`config.mk`:
```
export PLATFORM = sky130hd
export DESIGN_NAME = tap_instr_decoder
export DESIGN_NICKNAME = d
export VERILOG_FILES = /design/src/rtl/tap_ir_pkg.sv /design/src/rtl/tap_ir_shift.sv /design/src/rtl/tap_ir_decode.sv /design/src/rtl/tap_dr_path.sv /design/src/rtl/tap_instr_decoder.sv
export SDC_FILE = /design/constraint.sdc
export NUM_CORES = 1
export LEC_CHECK = 0
export BUFFER_PORTS_ARGS = -buffer_cell sky130_fd_sc_hd__buf_4
export CAP_MARGIN = 15
export CELL_PAD_IN_SITES_DETAIL_PLACEMENT = 0
export CELL_PAD_IN_SITES_GLOBAL_PLACEMENT = 1
export CORE_MARGIN = 5
export CORE_UTILIZATION = 46
export DETAILED_ROUTE_END_ITERATION = 6
export PLACE_DENSITY_LB_ADDON = 0.1
export SYNTH_ARGS = -nofsm -noshare
export SYNTH_HDL_FRONTEND = slang
export SYNTH_HIERARCHICAL = 1
export SYNTH_SLANG_ARGS = --single-unit
```
`constraint.sdc`:
```
create_clock -name tck -period 2 [get_ports tck]
set_clock_uncertainty 0.05 [all_clocks]
set_input_delay 0.4 -clock tck [delete_from_list [all_inputs] [get_ports tck]]
set_output_delay 0.4 -clock tck [all_outputs]
set_load 0.01 [all_outputs]
```
`src/rtl/tap_ir_pkg.sv`:
```
package tap_ir_pkg;
    localparam int IR_W      = 4;
    localparam int ID_W      = 32;

    localparam logic [IR_W-1:0] OP_EXT_HI = 4'd7;
    localparam logic [IR_W-1:0] OP_EXT_LO = 4'd0;
    localparam logic [IR_W-1:0] OP_SAMPLE = 4'd2;
    localparam logic [IR_W-1:0] OP_IDENT  = 4'd1;
    localparam logic [IR_W-1:0] OP_BYPASS = 4'd14;

    localparam logic [IR_W-1:0] IR_CAPTURE_PAT = {{(IR_W-2){1'b0}}, 2'b01};

    localparam logic [3:0]  ID_VERSION = 4'hF;
    localparam logic [15:0] ID_PART    = 16'hFFFF;
    localparam logic [10:0] ID_MAKER   = 11'h7FA;
    localparam logic [ID_W-1:0] ID_WORD = {ID_VERSION, ID_PART, ID_MAKER, 1'b1};

    typedef enum logic [1:0] {
        ST_EXTEST,
        ST_SAMPLE,
        ST_IDCODE,
        ST_BYPASS
    } instr_e;
endpackage

```
`src/rtl/tap_ir_shift.sv`:
```
module tap_ir_shift
    import tap_ir_pkg::*;
#(
    parameter int WIDTH = IR_W
) (
    input  logic             tck,
    input  logic             rst_n,
    input  logic             tdi,
    input  logic             ir_capture,
    input  logic             ir_shift,
    output logic [WIDTH-1:0] sh_q
);
    localparam logic [WIDTH-1:0] CAP = IR_CAPTURE_PAT[WIDTH-1:0];

    always_ff @(posedge tck or negedge rst_n) begin
        if (!rst_n)          sh_q <= CAP;
        else if (ir_capture) sh_q <= CAP;
        else if (ir_shift)   sh_q <= {tdi, sh_q[WIDTH-1:1]};
    end


    ir_capture_pat_chk: assert property (@(posedge tck) disable iff (!rst_n)
        ir_capture |=> sh_q == CAP);


    ir_shift_dir_chk: assert property (@(posedge tck) disable iff (!rst_n)
        (ir_shift && !ir_capture) |=> sh_q == {$past(tdi), $past(sh_q[WIDTH-1:1])});
endmodule

```
`src/rtl/tap_ir_decode.sv`:
```
module tap_ir_decode
    import tap_ir_pkg::*;
#(
    parameter int WIDTH = IR_W
) (
    input  logic             tck,
    input  logic             rst_n,
    input  logic             ir_update,
    input  logic [WIDTH-1:0] opcode,
    output logic             sel_boundary,
    output logic             sel_ident,
    output logic             sel_bypass,
    output logic             pad_test_mode
);
    instr_e state_q, state_d;

    // next state from the opcode held in the shift stage
    always_comb begin
        if (opcode == OP_EXT_HI || opcode == OP_EXT_LO) state_d = ST_EXTEST;
        else if (opcode == OP_SAMPLE)                   state_d = ST_SAMPLE;
        else if (opcode == OP_IDENT)                    state_d = ST_IDCODE;
        else                                            state_d = ST_BYPASS;
    end

    // state register: update stage on falling TCK
    always_ff @(negedge tck or negedge rst_n) begin
        if (!rst_n)         state_q <= ST_IDCODE;
        else if (ir_update) state_q <= state_d;
    end

    // outputs
    always_comb begin
        sel_boundary  = 1'b0;
        sel_ident     = 1'b0;
        sel_bypass    = 1'b0;
        pad_test_mode = 1'b0;
        unique case (state_q)
            ST_EXTEST: begin sel_boundary = 1'b1; pad_test_mode = 1'b1; end
            ST_SAMPLE: sel_boundary = 1'b1;
            ST_IDCODE: sel_ident    = 1'b1;
            ST_BYPASS: sel_bypass   = 1'b1;
            default:   sel_bypass   = 1'b1;
        endcase
    end


    instr_hold_chk: assert property (@(negedge tck) disable iff (!rst_n)
        !ir_update |=> $stable(state_q));


    sel_onehot_chk: assert property (@(posedge tck) disable iff (!rst_n)
        $countones({sel_boundary, sel_ident, sel_bypass}) == 1);


    pad_mode_bsr_chk: assert property (@(posedge tck) disable iff (!rst_n)
        pad_test_mode |-> sel_boundary);
endmodule

```
`src/rtl/tap_dr_path.sv`:
```
module tap_dr_path
    import tap_ir_pkg::*;
#(
    parameter int               IDW     = ID_W,
    parameter logic [IDW-1:0]   ID_INIT = ID_WORD
) (
    input  logic tck,
    input  logic rst_n,
    input  logic tdi,
    input  logic dr_capture,
    input  logic dr_shift,
    input  logic ir_shift,
    input  logic ir_lsb,
    input  logic bsr_so,
    input  logic sel_boundary,
    input  logic sel_ident,
    input  logic sel_bypass,
    output logic tdo
);
    logic [IDW-1:0] id_q;
    logic           byp_q;
    logic           tdo_d;

    always_ff @(posedge tck or negedge rst_n) begin
        if (!rst_n)                     id_q <= '0;
        else if (sel_ident && dr_capture) id_q <= ID_INIT;
        else if (sel_ident && dr_shift)   id_q <= {tdi, id_q[IDW-1:1]};
    end

    always_ff @(posedge tck or negedge rst_n) begin
        if (!rst_n)                        byp_q <= 1'b0;
        else if (sel_bypass && dr_capture) byp_q <= 1'b0;
        else if (sel_bypass && dr_shift)   byp_q <= tdi;
    end

    always_comb begin
        if (ir_shift)          tdo_d = ir_lsb;
        else if (sel_boundary) tdo_d = bsr_so;
        else if (sel_ident)    tdo_d = id_q[0];
        else                   tdo_d = byp_q;
    end

    always_ff @(negedge tck or negedge rst_n) begin
        if (!rst_n) tdo <= 1'b0;
        else        tdo <= tdo_d;
    end


    bypass_delay_chk: assert property (@(posedge tck) disable iff (!rst_n)
        (sel_bypass && dr_shift && !dr_capture) |=> byp_q == $past(tdi));


    ident_capture_chk: assert property (@(posedge tck) disable iff (!rst_n)
        (sel_ident && dr_capture) |=> id_q == ID_INIT);
endmodule

```
`src/rtl/tap_instr_decoder.sv`:
```
module tap_instr_decoder
    import tap_ir_pkg::*;
(
    input  logic tck,
    input  logic rst_n,
    input  logic tdi,
    input  logic ir_capture,
    input  logic ir_shift,
    input  logic ir_update,
    input  logic dr_capture,
    input  logic dr_shift,
    input  logic bsr_so,
    output logic tdo,
    output logic sel_boundary,
    output logic sel_ident,
    output logic sel_bypass,
    output logic pad_test_mode
);
    logic [IR_W-1:0] ir_sh;

    tap_ir_shift #(.WIDTH(IR_W)) u_shift (
        .tck(tck), .rst_n(rst_n), .tdi(tdi),
        .ir_capture(ir_capture), .ir_shift(ir_shift), .sh_q(ir_sh)
    );

    tap_ir_decode #(.WIDTH(IR_W)) u_decode (
        .tck(tck), .rst_n(rst_n), .ir_update(ir_update), .opcode(ir_sh),
        .sel_boundary(sel_boundary), .sel_ident(sel_ident),
        .sel_bypass(sel_bypass), .pad_test_mode(pad_test_mode)
    );

    tap_dr_path #(.IDW(ID_W), .ID_INIT(ID_WORD)) u_drs (
        .tck(tck), .rst_n(rst_n), .tdi(tdi),
        .dr_capture(dr_capture), .dr_shift(dr_shift),
        .ir_shift(ir_shift), .ir_lsb(ir_sh[0]), .bsr_so(bsr_so),
        .sel_boundary(sel_boundary), .sel_ident(sel_ident),
        .sel_bypass(sel_bypass), .tdo(tdo)
    );
endmodule

```
Word-level counts from Yosys, hierarchy flattened:

Index checks and enable logic that the tools add are counted.

* output and inout port bits: 5
* input bits: 9
* bits in registers: 40
* logic and storage cells: 38

* muxes and demuxes: 16
* reduce and logical (&&, ||, !) cells: 11
* equality and inequality tests: 6

Operators by type and width (count)
* 2-to-1 mux 32 bit: 2
* 2-to-1 mux 1 bit: 10
* 2-to-1 mux 4 bit: 2
* nonzero test 2 bit: 3
* == test 2 bit (second input constant): 2
* == test 4 x 1 -> 1 bit (second input constant): 1
* == test 4 x 2 -> 1 bit (second input constant): 1
* == test 4 x 3 -> 1 bit (second input constant): 1
* logical AND 1 bit: 4
* zero test 4 bit: 1
* 2-to-1 mux 2 bit: 2
* == test 2 x 1 -> 1 bit (second input constant): 1
* zero test 2 bit: 1
* OR reduction 2 bit: 1
* logical OR 1 bit: 1

Longest topological paths before layout:

* word-level depth: 5
* gate-level depth with buffers: 5
* depth with buffers taken out: 4

By module:

Netlist, hierarchy kept.

By module, submodules not included
* tap_dr_path: cells each 145, seq. area each 850.8 um^2, area an instance 1542.7 um^2, instances 1
* tap_ir_shift: cells each 13, seq. area each 101.3 um^2, area an instance 165.2 um^2, instances 1
* tap_ir_decode: cells each 14, seq. area each 51.3 um^2, area an instance 111.4 um^2, instances 1

==> flow_summary.toml <==
[timing]
slew_violations = 0
fin_ws_ns = -0.607
rsz0062_at_grt = "yes"
tightest_slew_ns = 0.461
hold_viol_final = 0
setup_violations = 39
slew-limit-headroom_pct = 69.3

[power_and_ir_drop]
pwr_density_cell_nw_per_um2 = 812
ir_drop_mv = 0.436
p_leak_uw = 0.00127

[die]
die_w_um = 72.9
die_y_um = 72.9
die-area_sq_um = 5310
io_pins = 14
core_area_sq_um = 3740
rows = 22
start_util_pct = 48.6

[critical_path]
crit_arrival_ns = 2.16
cpMostUsedCell = "buf_6"
endpoint_kind = "output pin"
critPathKind = "flip-flop to output pin"
critPathBufInv = 3
cp_top_family = "flip-flops"
timing.critical_path.required_ns = 1.55
slowest_delay_ns = 0.54
reg2reg_depth = 7
r2r_slack_ns = -0.57
r2r-start = "u_decode/state_q[1]"
path_cells = "inv_4 > buf_6 > buf_6"
crit_fanout = 4
cp_slowest_cell = "dfstp_2"
crit_path_start_kind = "flip-flop"
rr_endpoint = "u_drs/id_q[14]"

[routing]
drc_errors = 0
vias = 1151
met3WireLength_um = 109
wire_per_inst_um = 11.8
ant_nets = 0
viasPerCell = 4.60
wl_met1_mm = 1.41
wirelength_mm = 2.94
drtIter0Drc = 54
dr_wl_met2_mm = 1.38
dr.pass1.iters = 4
top_layer_used = "met4"

[synth]
syn_area_sq_um = 1820
synth_top_area_share_pct = 49.5
synth_area_leader_cell = "dfrtp_1"
seq_area_frac_synth_pct = 55.2
synth-seq-cells = 40
netlist_instances = 172
synth.net_count = 181
synth_area_leaders = "dfrtp_1 50%, mux2i_1 19%, nor2_1 7.6%"
synth.distinct_cells = 24
yosysWarnings = 6
synth_area_per_cell_sq_um = 10.6

[layout]
mostFrequentLayoutCell = "dfrtp_1"
nNetsFinal = 210
drive_gt1_share_pct = 24.3
layout.cells.non_filler = 250
areaGrowthSynthToFinish_pct = 22.8
diodes = 0
fin_util_pct = 59.7
layout_common_cells = "36 x dfrtp_1, 35 x nor2_1, 34 x mux2i_1, 33 x inv_1, 21 x buf_4"
fill_cells = 349

[status]
failed_checks = "setup timing"
status = "finished, violations left"

[placement]
gp_congestion = 0.794
dp.cells = 236
place_hpwl_mm = 1.96
io_buffer_count = 13

[clock_tree]
cts_buffers = 5
root_buffer = "clkbuf_8"
clock_path_buffers = 2
ctsHoldBuffers = 0
clkTransAtPathRegs_ns = 0.07
cts_tree = "built"
cts_num_sinks = 40
htreeDepth = 2
clk_latency_ns = 0.34

[global_route]
gr-usage-all-layers_pct = 12.7
antenna_found_initial = 0
grt_overflow = 0
grt_pass1_wl_mm = 5.23
grt_pass1_vias = 1223
grt_max_degree = 38

[min_path]
hp-class = "input pin to async pin"

[job]
maxCapViolations = 0
metrics by stage:
stage                     TNS [ns]  power (uW)  instance area [sq um]  hold WS [ns]  setup WS, ns
after floorplan              -9.96        1120                   1840        0.0544        -0.288
after global placement      -10.36        1230                   2050         0.441        -0.299
after detailed placement    -11.54        1240                   2050         0.452        -0.352
after CTS                   -20.85        1810                   2190         0.158        -0.636
after global routing        -23.08        1910                   2230         0.199        -0.648
final                       -20.56        1810                   2230         0.141        -0.607
cell families (layout without fill, tap and decap cells):
logic type | count (synthesis) | count (layout) | synth area share (%)
mux | 36 | 36 | 19.9
flops | 40 | 40 | 55.2
simple gates | 46 | 46 | 10.9
compound gates | 8 | 8 | 3.78
buf+inv | 42 | 72 | 10.2
worst max-delay path by stage:
stage               slack [ns]             end  depth (start not counted)                 from
finish                   -0.61    sel_boundary                          3  u_decode/state_q[1]
global route             -0.65    sel_boundary                          3  u_decode/state_q[1]
CTS                      -0.64       sel_ident                          3  u_decode/state_q[1]
detailed placement       -0.35      sel_bypass                          3  u_decode/state_q[1]
global placement         -0.30  u_drs/id_q[19]                          5  u_decode/state_q[1]
floorplan                -0.29   u_drs/id_q[1]                          4  u_decode/state_q[1]
cell usage after synthesis:
cell / instances
nor2_1: 37
dfrtp_1: 36
inv_1: 34
mux2i_1: 34
buf_6: 3
clkbuf_1: 3
nor2b_1: 3
dfrtn_1: 2
dfstp_2: 2
mux2_2: 2
o21ai_0: 2
o221ai_1: 2
a211o_1: 1
a211oi_1: 1
and3_1: 1
buf_4: 1
clkbuf_2: 1
nand2_1: 1
nand2b_1: 1
nand4b_1: 1
nor2b_2: 1
nor3b_1: 1
o21ai_4: 1
o311ai_0: 1
power breakdown:
part	switching [uW]	leakage (uW)	internal, uW
Combinational	161	0.000833	198
Sequential	36.5	0.000390	874
Clock	267	0.0000525	277
Total	464	0.00127	1350
sequential cells by signal, indices dropped and copies added, names as in the netlist:
| name | cells |
|---|---|
| u_decode/state_q | 2 |
| u_drs/tdo | 1 |
| u_drs/byp_q | 1 |
| u_shift/sh_q | 4 |
| u_drs/id_q | 32 |
layer usage:
| metal | vias up | track usage (%) |
|---|---|---|
| met5 | - | 0 |
| met4 | 0 | 5.53 |
| met3 | 4 | 3.31 |
| met2 | 15 | 21.4 |
| met1 | 539 | 15.1 |
| li1 | 593 | - |
worst register-to-register path, stage by stage (launching register included):
cell	delay (ns)
dfstp_2	0.54
inv_4	0.06
nor2_4	0.10
buf_4	0.11
buf_4	0.11
o21ai_4	0.12
buf_12	0.19
mux2i_1	0.12
repair_timing:
| item | 4_1_cts | 5_1_grt |
|---|---|---|
| gates resized for setup | 7 | 2 |
| gates cloned | 0 | 2 |
| buffers inserted | 3 | 1 |
| pin swaps | 2 | 1 |
| setup endpoints to repair | 39 | 39 |
cell type report:
type | count | area, sq um | area share (%)
sequential | 40 | 1000 | 44.9
clock inverter | 3 | 13.8 | 0.616
timing repair buffer | 30 | 290 | 13.0
clock buffer | 6 | 82.6 | 3.70
tap | 48 | 60.1 | 2.69
inverter | 33 | 126 | 5.66
multi-input combinational | 90 | 657 | 29.4
Note: power is estimated with default switching activity, not from simulation.
